`src/rtl/mwr_pkg.sv`:
```
`timescale 1ns/1ps
package mwr_pkg;

  typedef enum logic [1:0] {
    FS_IDLE,
    FS_HUNT,
    FS_SYNC2,
    FS_DATA
  } frm_state_e;

  // Per-sample strobes from the framer to the bit decoder
  typedef struct packed {
    logic start;  // first data bit begins on the next sample
    logic cmd;    // sync polarity, valid with start
    logic q1;     // early sample point of a bit
    logic q3;     // late sample point of a bit
    logic last;   // final sample of the parity bit
  } frm_evt_t;

endpackage

```
`src/rtl/mwr_line_sync.sv`:
```
`timescale 1ns/1ps
module mwr_line_sync #(
  parameter int STAGES = 2
) (
  input  logic clk,
  input  logic rst_n,
  input  logic pos_in,
  input  logic neg_in,
  output logic level,
  output logic active
);

  logic [STAGES-1:0] pos_sr;
  logic [STAGES-1:0] neg_sr;

  // Reset to a high level so that a line already active at reset shows no edge
  always_ff @(posedge clk or negedge rst_n) begin
    if (!rst_n) begin
      pos_sr <= '1;
      neg_sr <= '0;
    end else begin
      for (int i = STAGES - 1; i > 0; i--) begin
        pos_sr[i] <= pos_sr[i-1];
        neg_sr[i] <= neg_sr[i-1];
      end
      pos_sr[0] <= pos_in;
      neg_sr[0] <= neg_in;
    end
  end

  assign active = pos_sr[STAGES-1] ^ neg_sr[STAGES-1];
  assign level  = pos_sr[STAGES-1];

endmodule

```
`src/rtl/mwr_framer.sv`:
```
`timescale 1ns/1ps
module mwr_framer
  import mwr_pkg::*;
#(
  parameter int SPB      = 12,
  parameter int DATA_W   = 16,
  parameter int SYNC_MIN = 15,
  parameter int SYNC_MAX = 21
) (
  input  logic     clk,
  input  logic     rst_n,
  input  logic     level,
  input  logic     active,
  output frm_evt_t evt
);

  localparam int HALF3   = (3 * SPB) / 2;
  localparam int Q1      = SPB / 4;
  localparam int Q3      = (3 * SPB) / 4;
  localparam int RUN_CAP = SYNC_MAX + 1;
  localparam int RW      = $clog2(RUN_CAP + 1);
  localparam int PW      = $clog2(HALF3 + 1);
  localparam int PHW     = $clog2(SPB + 1);
  localparam int BW      = $clog2(DATA_W + 1);

  localparam logic [RW-1:0]  RUN_LO   = RW'(SYNC_MIN);
  localparam logic [RW-1:0]  RUN_HI   = RW'(SYNC_MAX);
  localparam logic [RW-1:0]  RUN_TOP  = RW'(RUN_CAP);
  localparam logic [PW-1:0]  POS_MIN  = PW'(SYNC_MIN);
  localparam logic [PW-1:0]  POS_END  = PW'(HALF3);
  localparam logic [PHW-1:0] PH_Q1    = PHW'(Q1);
  localparam logic [PHW-1:0] PH_Q3    = PHW'(Q3);
  localparam logic [PHW-1:0] PH_END   = PHW'(SPB);
  localparam logic [BW-1:0]  BIT_LAST = BW'(DATA_W);

  frm_state_e     st_q, st_d;
  logic [RW-1:0]  run_q, run_d;
  logic           lvl_q, lvl_d;
  logic [PW-1:0]  pos_q, pos_d;
  logic [PHW-1:0] ph_q, ph_d;
  logic [BW-1:0]  bit_q, bit_d;
  logic           cmd_q, cmd_d;
  logic           prev_act_q;
  logic           rise;
  logic [PHW-1:0] ph_idx;
  logic [PW-1:0]  pos_idx;

  assign rise    = active & ~prev_act_q;
  assign ph_idx  = ph_q + 1'b1;
  assign pos_idx = pos_q + 1'b1;

  always_comb begin
    st_d  = st_q;
    run_d = run_q;
    lvl_d = lvl_q;
    pos_d = pos_q;
    ph_d  = ph_q;
    bit_d = bit_q;
    cmd_d = cmd_q;
    evt   = '0;
    if (!active) begin
      st_d  = FS_IDLE;
      run_d = '0;
    end else begin
      unique case (st_q)
        FS_IDLE: begin
          if (rise) begin
            st_d  = FS_HUNT;
            run_d = RW'(1);
            lvl_d = level;
          end
        end
        FS_HUNT: begin
          if (run_q == '0) begin
            run_d = RW'(1);
            lvl_d = level;
          end else if (level == lvl_q) begin
            if (run_q != RUN_TOP) run_d = run_q + 1'b1;
          end else if (run_q >= RUN_LO && run_q <= RUN_HI) begin
            st_d  = FS_SYNC2;
            pos_d = PW'(1);
            cmd_d = lvl_q;
          end else begin
            run_d = RW'(1);
            lvl_d = level;
          end
        end
        FS_SYNC2: begin
          if (level == cmd_q && pos_q < POS_MIN) begin
            st_d  = FS_HUNT;
            run_d = RW'(1);
            lvl_d = level;
          end else if (pos_idx == POS_END) begin
            st_d      = FS_DATA;
            ph_d      = '0;
            bit_d     = '0;
            evt.start = 1'b1;
            evt.cmd   = cmd_q;
          end else begin
            pos_d = pos_idx;
          end
        end
        FS_DATA: begin
          evt.q1 = (ph_idx == PH_Q1);
          evt.q3 = (ph_idx == PH_Q3);
          if (ph_idx == PH_END) begin
            ph_d = '0;
            if (bit_q == BIT_LAST) begin
              evt.last = 1'b1;
              st_d     = FS_HUNT;
              run_d    = '0;
            end else begin
              bit_d = bit_q + 1'b1;
            end
          end else begin
            ph_d = ph_idx;
          end
        end
        default: st_d = FS_IDLE;
      endcase
    end
  end

  always_ff @(posedge clk or negedge rst_n) begin
    if (!rst_n) begin
      st_q       <= FS_IDLE;
      run_q      <= '0;
      lvl_q      <= 1'b0;
      pos_q      <= '0;
      ph_q       <= '0;
      bit_q      <= '0;
      cmd_q      <= 1'b0;
      prev_act_q <= 1'b1;
    end else begin
      st_q       <= st_d;
      run_q      <= run_d;
      lvl_q      <= lvl_d;
      pos_q      <= pos_d;
      ph_q       <= ph_d;
      bit_q      <= bit_d;
      cmd_q      <= cmd_d;
      prev_act_q <= active;
    end
  end

endmodule

```
`src/rtl/mwr_word_dec.sv`:
```
`timescale 1ns/1ps
module mwr_word_dec
  import mwr_pkg::*;
#(
  parameter int DATA_W = 16
) (
  input  logic              clk,
  input  logic              rst_n,
  input  logic              level,
  input  frm_evt_t          evt,
  output logic [DATA_W-1:0] word,
  output logic              is_cmd,
  output logic              valid,
  output logic              par_err,
  output logic              man_err
);

  localparam int SRW = DATA_W + 1;

  logic [SRW-1:0] sr_q;
  logic           first_q;
  logic           merr_q;
  logic           cmd_q;
  logic           odd;

  assign odd = ^sr_q;

  always_ff @(posedge clk or negedge rst_n) begin
    if (!rst_n) begin
      sr_q    <= '0;
      first_q <= 1'b0;
      merr_q  <= 1'b0;
      cmd_q   <= 1'b0;
      word    <= '0;
      is_cmd  <= 1'b0;
      valid   <= 1'b0;
      par_err <= 1'b0;
      man_err <= 1'b0;
    end else begin
      valid   <= 1'b0;
      par_err <= 1'b0;
      man_err <= 1'b0;
      if (evt.start) begin
        merr_q <= 1'b0;
        cmd_q  <= evt.cmd;
      end
      if (evt.q1) first_q <= level;
      if (evt.q3) begin
        sr_q <= {sr_q[SRW-2:0], first_q};
        if (first_q == level) merr_q <= 1'b1;
      end
      if (evt.last) begin
        word    <= sr_q[SRW-1:1];
        is_cmd  <= cmd_q;
        valid   <= odd & ~merr_q;
        par_err <= ~odd;
        man_err <= merr_q;
      end
    end
  end

endmodule

```
`src/rtl/mwr_word_rx.sv`:
```
`timescale 1ns/1ps
module mwr_word_rx
  import mwr_pkg::*;
#(
  parameter int SPB         = 12,
  parameter int DATA_W      = 16,
  parameter int SYNC_MIN    = 15,
  parameter int SYNC_MAX    = 21,
  parameter int SYNC_STAGES = 2
) (
  input  logic              clk,
  input  logic              rst_n,
  input  logic              line_pos,
  input  logic              line_neg,
  output logic [DATA_W-1:0] rx_word,
  output logic              rx_is_cmd,
  output logic              rx_valid,
  output logic              rx_parity_err,
  output logic              rx_manch_err
);

  logic     s_level;
  logic     s_active;
  frm_evt_t evt;

  mwr_line_sync #(
    .STAGES(SYNC_STAGES)
  ) u_sync (
    .clk    (clk),
    .rst_n  (rst_n),
    .pos_in (line_pos),
    .neg_in (line_neg),
    .level  (s_level),
    .active (s_active)
  );

  mwr_framer #(
    .SPB      (SPB),
    .DATA_W   (DATA_W),
    .SYNC_MIN (SYNC_MIN),
    .SYNC_MAX (SYNC_MAX)
  ) u_frm (
    .clk    (clk),
    .rst_n  (rst_n),
    .level  (s_level),
    .active (s_active),
    .evt    (evt)
  );

  mwr_word_dec #(
    .DATA_W(DATA_W)
  ) u_dec (
    .clk     (clk),
    .rst_n   (rst_n),
    .level   (s_level),
    .evt     (evt),
    .word    (rx_word),
    .is_cmd  (rx_is_cmd),
    .valid   (rx_valid),
    .par_err (rx_parity_err),
    .man_err (rx_manch_err)
  );

endmodule

```
`config.mk`:
```
export PLATFORM = sky130hd
export DESIGN_NAME = mwr_word_rx
export DESIGN_NICKNAME = d
export VERILOG_FILES = /design/src/rtl/mwr_pkg.sv /design/src/rtl/mwr_line_sync.sv /design/src/rtl/mwr_framer.sv /design/src/rtl/mwr_word_dec.sv /design/src/rtl/mwr_word_rx.sv
export SDC_FILE = /design/constraint.sdc
export NUM_CORES = 1
export LEC_CHECK = 0
export BUFFER_PORTS_ARGS = -buffer_cell sky130_fd_sc_hd__buf_4
export CAP_MARGIN = 20
export CELL_PAD_IN_SITES_DETAIL_PLACEMENT = 0
export CELL_PAD_IN_SITES_GLOBAL_PLACEMENT = 2
export CORE_AREA = 2 2 103 105
export CTS_CLUSTER_DIAMETER = 200
export DETAILED_ROUTE_END_ITERATION = 16
export DIE_AREA = 0 0 105 107
export PLACE_DENSITY_LB_ADDON = 0.1
export SLEW_MARGIN = 20
export SYNTH_ARGS = -nofsm -noshare
export SYNTH_HDL_FRONTEND = slang
export SYNTH_SLANG_ARGS = --single-unit
```
`constraint.sdc`:
```
create_clock -name clk -period 2.7 [get_ports clk]
set_input_delay 0.54 -clock clk [delete_from_list [all_inputs] [get_ports clk]]
set_output_delay 0.54 -clock clk [all_outputs]
set_load 0.005 [all_outputs]
```
==> results of run 1 <==
==> cells in the mapped netlist, types with 2 or more instances <==
cell and number:
nor3b_1 5, dfstp_2 3, o211ai_1 3, and4_1 2
mux2_2 39, o21ai_0 13, xnor2_1 15, nand4b_1 2
mux2i_1 6, nand2_1 14, clkbuf_1 2, xor2_1 6
nand2b_1 7, nand4_1 4, o311a_1 2, nand3_1 11
inv_1 18, a21oi_1 3, buf_2 5, a211oi_1 4
nor3_1 3, o31ai_1 4, nor2_1 13, dfrtp_1 65
ha_1 17
==> power breakdown <==
group / switching (mW) / internal (mW) / leakage, nW / total [mW]
sequential: 0.0474 / 1.05 / 0.922 / 1.10
combinational: 0.199 / 0.148 / 0.865 / 0.347
clock: 0.402 / 0.610 / 0.112 / 1.01
total: 0.649 / 1.81 / 1.90 / 2.46
==> logic make-up (layout without fill, tap and decap cells) <==
family          count (synthesis)  count (layout)  synth area share [%]
mux                            45              45                  14.3
compound gates                 47              47                  9.78
flops                          68              68                  48.8
fa+ha+maj                      17              17                  6.09
buf+inv                        27              68                  3.19
xor+xnor                       22              22                  5.73
simple gates                   73              73                  12.1
==> repair_timing <==
action                                  4_1_cts  5_1_grt
endpoints found under the setup margin        0        2
gates resized for setup                       0        0
setup buffers                                 0        2
==> routing by layer <==
layer,track usage [%],up-vias,wire length [µm]
met4,5.71,0,102
met5,0,-,0
met1,18.9,1175,3570
li1,-,1147,-
met3,2.61,8,145
met2,21.6,34,3230
==> state kept, by name, indices dropped and copies added, names as in the netlist, 2 cells and up <==
register       cells
u_frm.st_q         2
u_frm.bit_q        5
u_sync.pos_sr      2
u_frm.pos_q        5
u_dec.sr_q        17
u_frm.ph_q         4
u_frm.run_q        5
u_dec.word        16
u_sync.neg_sr      2
==> worst max-delay path by stage <==
| stage | slack, ns | depth (start not counted) | startpoint | to |
|---|---|---|---|---|
| floorplan | 0.36 | 9 | u_frm.run_q[0] | u_frm.run_q[2] |
| global placement | 0.16 | 9 | u_frm.run_q[0] | u_frm.run_q[2] |
| detailed placement | 0.12 | 9 | u_frm.run_q[0] | u_frm.run_q[2] |
| CTS | 0.12 | 9 | u_frm.run_q[0] | u_frm.run_q[2] |
| global route | 0.09 | 10 | u_frm.run_q[0] | u_frm.run_q[2] |
| finish | 0.22 | 10 | u_frm.run_q[0] | u_frm.run_q[2] |
==> layout make-up <==
cell class	count	area [µm²]	area share [%]
clock inverters	6	114	2.76
repair buffers	34	268	6.48
well taps	136	170	4.12
flip-flops and latches	68	1710	41.3
multi-input cells	204	1680	40.6
clock buffers	9	124	3.00
inverters	19	71.3	1.73
==> placed cells by master (no fill, tap or decap), types with 3 or more instances in the layout <==
| master | n |
|---|---|
| dfrtp_1 | 65 |
| mux2_2 | 39 |
| buf_4 | 33 |
| inv_1 | 18 |
| ha_1 | 17 |
| xnor2_1 | 15 |
| nand2_1 | 14 |
| nor2_1 | 13 |
| o21ai_0 | 13 |
| nand3_1 | 11 |
| clkbuf_8 | 9 |
| nand2b_1 | 7 |
| xor2_1 | 6 |
| mux2i_1 | 6 |
| nor3b_1 | 5 |
| o31ai_1 | 4 |
| nand4_1 | 4 |
| a211oi_1 | 4 |
| a21oi_1 | 3 |
| nor3_1 | 3 |
| o211ai_1 | 3 |
| bufinv_16 | 3 |
| dfstp_2 | 3 |
==> metrics.cfg, run 1 <==
[clock_network]
clock_latency_ns = 0.34
clockBufferDepth = 2
clkTransAtPathRegs_ns = 0.07
cts_tree = yes
numCtsBuffers = 9
cts-root-buf = clkbuf_8
numClockSinks = 68
h-tree-depth = 3
hold_buffers = 0

[synthesis]
yosysWarnings = 0
avgSynthCellArea_um2 = 11.7
yosysUniqueCellTypes = 58
yosysSeqAreaShare_pct = 48.8
ys_ff_latch = 68
synth_flop_cell = dfrtp_1
async_flop_share_pct = 100
synth_edf_count = 0
synth_top_area_cell = dfrtp_1
syn_inst = 299
synth.top_cells.by_area = dfrtp_1, mux2_2, ha_1
syn_area_mm2 = 0.00349
syn_nets = 320
yosys.area.top_type_share_pct = 46.6

[routing]
drt-initial-drc-count = 62
drc_errors = 0
wirelength_um = 7050
vias = 2364
drtAntennaViolNets = 0
dr.pass1.iters = 5
viasPerCell = 4.97
wl_per_cell_um = 14.8

[worst_setup_path]
worstPathArrival_ns = 2.70
crit_chain = ha_1, and3_2, ha_1, a41oi_1, nor2_1, o311a_1, nor3b_4, buf_4, o21ai_1, a32o_1
cp_num_buf_inv = 1
critPathMostFrequentCell = ha_1
rr_worst_depth = 10
slowest_stage = dfrtp_1
critPathMaxStageDelay_ns = 0.45
critPathMaxFanout = 8
reg2reg_slack_ns = 0.22
path_class = reg2reg
startpoint_type = flop
reg2reg_from = u_frm.run_q[0]
cp-end-kind = flop
path_delay_family = compound AO/OA/AOI/OAI gates
worstPathRequired_ns = 2.92
r2r-end = u_frm.run_q[2]

[die]
die-area_mm2 = 0.0112
row_count = 37
die_y_um = 107
start_util_pct = 34.6
chipWidth_um = 105
core-area_mm2 = 0.0101
io_pins = 24

[finish]
nNetsFinal = 357
finalNonFillerCells = 476
final_cell_area_mm2 = 0.00413
antenna_cells = 0
fin_util_pct = 40.9
drive_gt1_share_pct = 29.1
area_delta_synth_final_pct = 18.2
fillCellCount = 1016

[timing]
finalCriticalPeriod_ns = 2.48
worst_pin_slew_ns = 0.557
finalSetupViolCount = 0
fmax_mhz = 403
slew_violations = 0
period_share_pct = 91.9
tns_ns = 0
clock_skew_ns = 0.00870
hold_ws_ns = 0.194
rsz0062_at_grt = false
worst_slack_ns = 0.219
final_hold_viol_count = 0
slew_headroom_pct = 62.8

[flow_run]
cap_violations = 0

[run_status]
status = finished, final reports clean

[global_route]
track_usage_pct = 13.8
grt_pass1_vias = 2392
grt-ovfl-total = 0
antenna_found_initial = 0
grt_max_degree = 41
grt_pass1_wl_um = 12300

[placement]
placement.io_buffers = 23
dp_slack_ns = 0.124
dp_cells = 459
place_congestion = 0.843
dpl_cell_area_mm2 = 0.00388
dp_hpwl_um = 4850

[power_and_ir_drop]
p_leak_nw = 1.90
p_total_mw = 2.46
powerDensity_mw_per_mm2 = 596
vdd.ir_drop.worst_mv = 0.357

[worst_hold_path]
hold_path.class = in2async

No activity file was read; power rests on OpenSTA's default activity.
==> inputs of run 2 (changes only) <==
Settings changed: SYNTH_HIERARCHICAL from default to 1.
==> metrics.cfg, run 2 <==
[run_status]
status = finished, final reports clean

[clock_network]
post_cts_buffers = 0  ; unchanged
cts-root-buf = clkbuf_8
numCtsBuffers = 9  ; unchanged
clkTransAtPathRegs_ns = 0.08  ; about the same
cts_tree = yes
hold_buffers = 0  ; unchanged
clockBufferDepth = 2  ; unchanged
postCtsResizedCells = 0  ; unchanged
h-tree-depth = 3  ; unchanged
numClockSinks = 68  ; unchanged
clock_latency_ns = 0.34  ; about the same

[timing]
slew_headroom_pct = 43.6  ; -19 points
finalSetupViolCount = 0  ; unchanged
slew_violations = 0  ; unchanged
worst_pin_slew_ns = 0.846  ; +0.289 ns
worst_slack_ns = 0.228  ; +0.00805 ns
hold_ws_ns = 0.292  ; +0.0981 ns
finalCriticalPeriod_ns = 2.47  ; -0.00805 ns
rsz0062_at_grt = false
tns_ns = 0  ; unchanged
clock_skew_ns = 0.00938  ; +0.000684 ns
final_hold_viol_count = 0  ; unchanged
fmax_mhz = 404  ; +0.33%
period_share_pct = 91.6  ; -0.30 points

[synthesis]
ys_ff_latch = 68  ; unchanged
ys_top_cells_by_count = dfrtp_1, mux2_2, nand2_1
synth_flop_cell = dfrtp_1
avgSynthCellArea_um2 = 11.5  ; -1.2%
syn_inst = 300  ; +0.33%
post-synth-top-count-cell = dfrtp_1
synth.top_cells.by_area = dfrtp_1, mux2_2, ha_1
yosysSeqAreaShare_pct = 49.2  ; +0.42 points
synth_edf_count = 0  ; unchanged
yosysUniqueCellTypes = 50  ; -14%
yosysWarnings = 6  ; +6
async_flop_share_pct = 100  ; unchanged
syn_area_mm2 = 0.00346  ; -0.86%
synth_top_area_cell = dfrtp_1
yosys.area.top_type_share_pct = 47.0  ; +0.40 points
syn_nets = 321  ; +0.31%

[die]
row_count = 37  ; unchanged
die-area_mm2 = 0.0112  ; unchanged
io_pins = 24  ; unchanged
die_y_um = 107  ; unchanged
start_util_pct = 34.3  ; -0.30 points
chipWidth_um = 105  ; unchanged
core-area_mm2 = 0.0101  ; unchanged

[worst_setup_path]
worstPathArrival_ns = 2.70  ; about the same
worstPathRequired_ns = 2.93  ; about the same
rr_worst_depth = 10  ; unchanged
r2r-end = u_frm/run_q[1]
startpoint_type = flop
cp-end-kind = flop
critPathMaxFanout = 5  ; -3
reg2reg_from = u_frm/run_q[0]
reg2reg_slack_ns = 0.23  ; about the same
path_class = reg2reg

[placement]
dp_hpwl_um = 4700  ; -3.1%
dp_slack_ns = 0.227  ; +0.103 ns
placement.io_buffers = 23  ; unchanged
dp_cells = 459  ; unchanged
place_congestion = 0.788  ; -6.4%

[global_route]
grt_pass1_vias = 2219  ; -7.2%
grt_pass1_wl_um = 11500  ; -6.3%
track_usage_pct = 13.0  ; -0.83 points
grt_max_degree = 69  ; +68%
antenna_found_initial = 0  ; unchanged
grt-ovfl-total = 0  ; unchanged

[routing]
vias = 2306  ; -2.5%
viasPerCell = 4.85  ; -2.2%
wirelength_um = 6780  ; -3.7%
dr.pass1.iters = 4  ; -1
drt-initial-drc-count = 80  ; +29%
wl_per_cell_um = 14.3  ; -3.5%
drtAntennaViolNets = 0  ; unchanged
drc_errors = 0  ; unchanged

[finish]
largest_reg_flops = 17  ; unchanged
fillCellCount = 1027  ; +1.1%
area_delta_synth_final_pct = 16.4
regArea_mm2 = 0.00171  ; unchanged
antenna_cells = 0  ; unchanged
most-common-layout-cells = dfrtp_1, mux2_2, buf_4
regMostFlops = u_dec/sr_q
drive_gt1_share_pct = 29.5  ; +0.38 points
top_regs = u_dec/sr_q (17), u_dec/word (16)
multiInputGateArea_mm2 = 0.00166  ; -0.90%
final_common_cell = dfrtp_1
finalNonFillerCells = 475  ; -0.21%
nNetsFinal = 355  ; -0.56%

[power_and_ir_drop]
p_leak_nw = 1.89  ; -0.24%
powerDensity_mw_per_mm2 = 559  ; -6.1%
vdd.ir_drop.worst_mv = 0.183  ; -49%

[worst_hold_path]
hold_path.class = in2async

[flow_run]
cap_violations = 0  ; unchanged

run 2: cell types whose count changed in the layout (fill, tap and decap cells not counted), moves of 4 or more:
cell | before | now
xnor2_1 | 15 | 10
a21oi_1 | 3 | 8
nand2_1 | 14 | 22
or3_1 | 0 | 4
and2_1 | 0 | 4
a211oi_1 | 4 | 0
nor3b_1 | 5 | 0
xnor3_1 | 0 | 4
mux2i_1 | 6 | 1
nand3_1 | 11 | 16
run 2: worst max-delay path: stages, from the launching register on:
cell,delay (ns)
dfrtp_1,0.38
ha_1,0.22
and3_2,0.21
ha_1,0.17
a41oi_1,0.17
nor2_1,0.09
nor2_2,0.19
o21ai_1,0.11
a311oi_2,0.29
buf_4,0.19
mux2_2,0.33
run 2: cell families after synthesis:
family	Yosys count	share of synthesized area, %
simple gates	87	13.9
flops	68	49.2
compound gates	46	9.10
mux	40	13.0
buf+inv	25	2.78
xor+xnor	17	5.89
fa+ha+maj	17	6.14
run 2: stage by stage:
step / utilization (%) / area [µm²] / power (mW)
after floorplan: - / 3460 / 1.32
after global placement: 38.0 / 3830 / 1.44
after detailed placement: 38.0 / 3830 / 1.44
final: 40.0 / 4030 / 2.26
after global routing: 40.0 / 4030 / 2.38
after CTS: 40.0 / 4030 / 2.30
run 2: how the worst max path moves through the flow:
stage / slack [ns] / depth (start not counted) / start / to
floorplan: 0.19 / 9 / u_sync/pos_sr[1] / u_dec/sr_q[10]
CTS: 0.21 / 10 / u_frm/run_q[0] / u_frm/run_q[4]
detailed placement: 0.23 / 10 / u_frm/run_q[0] / u_frm/run_q[4]
global placement: 0.28 / 10 / u_frm/run_q[0] / u_frm/run_q[1]
finish: 0.23 / 10 / u_frm/run_q[0] / u_frm/run_q[1]
global route: 0.08 / 10 / u_frm/run_q[0] / u_frm/run_q[1]
run 2: cell type report:
| class | instances | share of cell area (%) |
|---|---|---|
| Clock buffer | 9 | 3.07 |
| Clock inverter | 7 | 1.86 |
| Multi-Input combinational cell | 207 | 41.2 |
| Timing Repair Buffer | 31 | 5.77 |
| Inverter | 17 | 1.58 |
| Tap cell | 136 | 4.22 |
| Sequential cell | 68 | 42.3 |
run 2: where the power goes:
group,total (mW),switching (mW),internal [mW]
sequential,1.10,0.0424,1.06
clock,0.844,0.415,0.429
combinational,0.314,0.196,0.119
total,2.26,0.653,1.60
run 2: metal layers:
metal  vias to the layer above  global-route usage, %  part of all wire [%]
met4                         0                   5.43                   1.6
met1                      1128                   18.9                    52
met5                         -                      0                     0
li1                       1139                      -                     -
met3                        11                   2.37                   2.4
met2                        28                   19.0                    44
